===== config.mk =====
export PLATFORM = sky130hd
export DESIGN_NAME = rst_clk_seq
export DESIGN_NICKNAME = d
export VERILOG_FILES = /design/src/rtl/rst_clk_seq.sv
export SDC_FILE = /design/constraint.sdc
export NUM_CORES = 1
export LEC_CHECK = 0
export BUFFER_PORTS_ARGS = -buffer_cell sky130_fd_sc_hd__buf_2
export CAP_MARGIN = 0
export CORE_ASPECT_RATIO = 1.25
export CORE_MARGIN = 1
export CORE_UTILIZATION = 65
export CTS_BUF_LIST = sky130_fd_sc_hd__clkbuf_2
export DETAILED_ROUTE_END_ITERATION = 7
export HOLD_SLACK_MARGIN = 0.05
export PLACE_DENSITY = 0.95
export RECOVER_POWER = 25
export SLEW_MARGIN = 30
export SYNTH_ARGS = -nofsm -noshare
export SYNTH_HDL_FRONTEND = slang
export SYNTH_SLANG_ARGS = --single-unit

===== constraint.sdc =====
create_clock -name clk -period 4.05 [get_ports clk]
set_input_delay 0.405 -clock clk [delete_from_list [all_inputs] [get_ports clk]]
set_output_delay 0.405 -clock clk [all_outputs]
set_load 0.01 [all_outputs]

===== src/rtl/rst_clk_seq.sv =====
module rst_clk_seq #(
  parameter int T_POR        = 320,
  parameter int T_STUP_REG   = 320,
  parameter int T_STUP_NOREG = 2048000,
  parameter int T_RST        = 640,
  parameter int OST_TICKS    = 1024,
  parameter int T_LOCK       = 640,
  parameter int T_FSCM       = 3200
) (
  input  logic       clk,
  input  logic       arst_n,
  input  logic       por_req,
  input  logic       bor_req,
  input  logic       warm_req,
  input  logic       xtal_sel,
  input  logic       pll_sel,
  input  logic       vreg_en,
  input  logic       fscm_en,
  input  logic       osc_tick,
  input  logic       clk_valid,
  output logic       sys_rst,
  output logic       clk_en,
  output logic       fsafe,
  output logic [2:0] phase
);
  localparam int M1 = (T_POR > T_STUP_REG) ? T_POR : T_STUP_REG;
  localparam int M2 = (T_STUP_NOREG > T_RST) ? T_STUP_NOREG : T_RST;
  localparam int M3 = (OST_TICKS > T_LOCK) ? OST_TICKS : T_LOCK;
  localparam int M4 = (M1 > M2) ? M1 : M2;
  localparam int M5 = (M3 > T_FSCM) ? M3 : T_FSCM;
  localparam int MAXD = (M4 > M5) ? M4 : M5;
  localparam int CW = $clog2(MAXD + 1);

  typedef enum logic [2:0] {
    PH_PWR = 3'd0, PH_STUP = 3'd1, PH_IRST = 3'd2, PH_OST = 3'd3,
    PH_LOCK = 3'd4, PH_FSCM = 3'd5, PH_RUN = 3'd6
  } ph_t;

  ph_t ph, nxt;
  logic [CW-1:0] cnt;
  logic step;

  wire any_req = por_req | bor_req | warm_req;
  wire [CW-1:0] stup_last = vreg_en ? CW'(T_STUP_REG - 1) : CW'(T_STUP_NOREG - 1);
  wire ph_t after_lock = fscm_en ? PH_FSCM : PH_RUN;
  wire ph_t after_ost  = pll_sel ? PH_LOCK : after_lock;
  wire ph_t after_rst  = xtal_sel ? PH_OST : after_ost;

  always_comb begin
    step = 1'b0;
    nxt  = PH_RUN;
    case (ph)
      PH_PWR:  begin step = (cnt == CW'(T_POR - 1));  nxt = PH_STUP;    end
      PH_STUP: begin step = (cnt == stup_last);       nxt = PH_IRST;    end
      PH_IRST: begin step = (cnt == CW'(T_RST - 1));  nxt = after_rst;  end
      PH_OST:  begin step = osc_tick && (cnt == CW'(OST_TICKS - 1)); nxt = after_ost; end
      PH_LOCK: begin step = (cnt == CW'(T_LOCK - 1)); nxt = after_lock; end
      PH_FSCM: begin step = (cnt == CW'(T_FSCM - 1)); nxt = PH_RUN;     end
      default: begin step = 1'b0;                     nxt = PH_RUN;     end
    endcase
  end

  always_ff @(posedge clk or negedge arst_n) begin
    if (!arst_n) begin
      ph    <= PH_PWR;
      cnt   <= '0;
      fsafe <= 1'b0;
    end else if (any_req) begin
      ph    <= por_req ? PH_PWR : (bor_req ? PH_STUP : PH_IRST);
      cnt   <= '0;
      fsafe <= 1'b0;
    end else if (step) begin
      ph  <= nxt;
      cnt <= '0;
      if (ph == PH_FSCM) fsafe <= !clk_valid;
    end else if (ph != PH_RUN && (ph != PH_OST || osc_tick)) begin
      cnt <= cnt + 1'b1;
    end
  end

  assign sys_rst = (ph == PH_PWR) || (ph == PH_STUP) || (ph == PH_IRST);
  assign clk_en  = (ph == PH_RUN);
  assign phase   = ph;

  assert_ost_hold_R5: assert property (@(posedge clk) disable iff (!arst_n)
    (ph == PH_OST && !osc_tick && !any_req) |=> (ph == PH_OST && $stable(cnt)));

  assert_release_order_R8: assert property (@(posedge clk) disable iff (!arst_n)
    $rose(clk_en) |-> (!$past(any_req) && $past(ph) inside {PH_IRST, PH_OST, PH_LOCK, PH_FSCM}));

  assert_por_restart_R10: assert property (@(posedge clk) disable iff (!arst_n)
    por_req |=> (ph == PH_PWR && sys_rst && !clk_en));

  assert_bor_restart_R10: assert property (@(posedge clk) disable iff (!arst_n)
    (bor_req && !por_req) |=> (ph == PH_STUP && sys_rst));

  assert_fallback_R9: assert property (@(posedge clk) disable iff (!arst_n)
    $rose(fsafe) |-> (clk_en && $past(ph) == PH_FSCM && !$past(clk_valid)));

  assert_phase_legal_R11: assert property (@(posedge clk) disable iff (!arst_n)
    phase != 3'd7);
endmodule


==> reports/results.ini <==
[sta]
tightest_slew_ns = 1.28
setup_tns_ns = 0
finalClockSkew_ns = 0.0140
period_needed_ns = 2.51
finalHoldViolations = 0
max_slew_margin_pct = 14.4
fmax_mhz = 399
rsz0062_at_grt = no
slew_violations = 0
setup-violations-final = 0
post-route-period-util_pct = 61.9

[clocking]
cts_setup_buffers = 0
cts_root_buffer = clkbuf_2
cts.htree.levels = 1
cts_resized = 0
cts.sinks = 25
path_clk_slew_ns = 0.24
numCtsBuffers = 3
clk_path_buf_depth = 2
cts_tree = yes
worst_skew_pair.late_latency_ns = 0.35
hold_buffers = 1

[power_and_ir_drop]
peakVddDrop_v = 0.000219
p_per_area_nw_per_um2 = 237
leakagePower_nw = 0.662

[routing]
antenna_left = 0
dr.pass1.iters = 4
wl_per_cell_um = 14.1
routed_wl_um = 3150
vias_per_cell = 5.91
drt_iter0_drc = 38
route.detailed.drc = 0
num_vias = 1318

[run]
maxCapViolations = 0

[placement]
io_buffers = 16
dp_hpwl_um = 2390
dpl_cell_area_um2 = 1630
finalWeightedCongestion = 0.853

[layout]
fillers = 178
diodes = 0
final_cell_mix = nor2_1 (30), dfrtp_1 (25), buf_2 (15), nand2_1 (14), xnor2_1 (14)
drive_gt1_share_pct = 12.0
final_nets = 205
mostFrequentLayoutCell = nor2_1
multi_input_area_um2 = 867
area_growth_pct = 7.08
fin_area_um2 = 1670
seq_area_um2 = 626

[logic_synthesis]
syn_nets = 189
synthAdderAreaFrac_pct = 0.805
syn_avg_cell_area_um2 = 8.79
ys_seq_elements = 25
yosysWarnings = 0
synth_largest_area_cell = dfrtp_1
synth_area_leaders = dfrtp_1 (40%), xnor2_1 (7.9%), nor2_1 (7.2%)
synth_top_family_by_area = simple AND/OR/NAND/NOR gates
ys_types = 39
synth-seq-area-share_pct = 40.2
synth_cells = 177
synth.area.mux_share_pct = 1.29
synthXorXnorAreaFrac_pct = 11.8
synth_simple_gate_area_share_pct = 30.9
synth_compound_area_share_pct = 10.9
synth_top_area_share_pct = 40.2
syn_area_um2 = 1560

[worst_hold_path]
hold_class = primary input to register
worstHoldPathCells = 2

[worst_setup_path]
cp_max_fo = 15
crit_required_ns = 4.31
rr_worst_depth = 5
path_class = register to register
r2r-start = phase[1]
endpoint_kind = register
critPathLaunch = phase[1]
crit_end = phase[1]
critPathLaunchType = register
rrSetupSlack_ns = 1.54
critPathArrivalTime_ns = 2.76
rr_endpoint = phase[1]

[global_routing]
grt_util_all_layers_pct = 27.7
grt_pass1_wl_um = 5460
grt_max_degree = 26
grt_pass1_vias = 1313
overflow = 0
antenna_found_initial = 0

[status]
outcome = completed

[floorplanning]
design.core.area_um2 = 2230
fp.dieW_um = 45.8
start_util_pct = 69.6
die-area_um2 = 2590
io_pins = 17
rows = 19
die-height_um = 56.7

[worst min-delay path by stage]
stage,slack (ns),startpoint,end
finish,0.24,por_req,phase[0]
global route,0.23,por_req,phase[0]
CTS,0.24,por_req,phase[0]
detailed placement,0.41,arst_n,cnt[18]
global placement,0.41,arst_n,cnt[16]
floorplan,0.11,arst_n,cnt[0]
[Yosys cell counts]
| master | number |
|---|---|
| nor2_1 | 30 |
| dfrtp_1 | 25 |
| nand2_1 | 14 |
| xnor2_1 | 14 |
| nor3_1 | 10 |
| nand4_1 | 8 |
| a21oi_1 | 7 |
| nand2b_1 | 7 |
| nand3_1 | 7 |
| xor2_1 | 7 |
| inv_1 | 6 |
| and3_1 | 3 |
| nor2b_1 | 3 |
| nor4_1 | 3 |
| a211o_1 | 2 |
| a21o_1 | 2 |
| buf_2 | 2 |
| buf_6 | 2 |
| clkbuf_1 | 2 |
| mux2i_1 | 2 |
| o21ai_0 | 2 |
| or3b_2 | 2 |
| a211oi_1 | 1 |
| a21boi_0 | 1 |
| a311oi_1 | 1 |
| and4_1 | 1 |
| ha_1 | 1 |
| nand4b_1 | 1 |
| nor3b_1 | 1 |
| nor4b_1 | 1 |
| o2111ai_1 | 1 |
| o21bai_1 | 1 |
| o311ai_0 | 1 |
| o31a_1 | 1 |
| o31ai_1 | 1 |
| o41ai_4 | 1 |
| or4_1 | 1 |
| or4_4 | 1 |
| or4b_1 | 1 |
[critical path: stages, from the launching register on]
cell and delay, ns:
dfrtp_1 0.59, or4b_1 0.60, o31a_1 0.36, o41ai_4 0.45
nor4b_1 0.32, nor4_1 0.09
[stage by stage]
stage / power [mW] / cells / setup slack, ns / utilization (%) / hold slack, ns
CTS: 0.394 / 223 / 1.55 / 74.6 / 0.242
global route: 0.410 / 223 / 1.33 / 74.5 / 0.228
detailed placement: 0.296 / 218 / 1.57 / 73.1 / 0.411
floorplan: 0.281 / 177 / 1.84 / - / 0.109
global placement: 0.294 / 218 / 1.66 / 73.1 / 0.406
finish: 0.394 / 223 / 1.54 / 74.5 / 0.242
[metal layers]
| layer | share of wire [%] | GRT usage [%] | vias to the layer above | routed length (um) |
|---|---|---|---|---|
| met4 | 0.89 | 7.14 | 0 | 28 |
| met1 | 42 | 31.7 | 652 | 1320 |
| li1 | - | - | 650 | - |
| met2 | 56 | 52.0 | 10 | 1750 |
| met3 | 1.3 | 2.57 | 6 | 42 |
| met5 | 0 | 0 | - | 0 |
[registers in the layout, summed over array words and instances (netlist names)]
name	cells
fsafe	1
phase	3
cnt	21
[report_power, final]
part	leakage [nW]	total (mW)	internal, mW	switching (mW)
clock	0.0126	0.102	0.0229	0.0791
sequential	0.347	0.256	0.252	0.00446
combinational	0.302	0.0362	0.0147	0.0215
[logic make-up (layout without fill, tap and decap cells)]
family                     after synthesis  in the layout
muxes                                    2              2
DFF                                     25             25
AOI/OAI and AO/OA                       22             22
buffers and inverters                   12             27
and+or+nand+nor                         94             94
adders and majority gates                1              1
xor gates and xnor gates                21             21
[area by class of cell]
type	count	share of cell area [%]
clock buffer	3	0.902
clock inverter	1	0.451
multi-input combinational	140	52.1
inverter	6	1.35
timing repair buffer	17	5.33
tap	31	2.33
sequential	25	37.6
(Power assumes the default switching activity.)
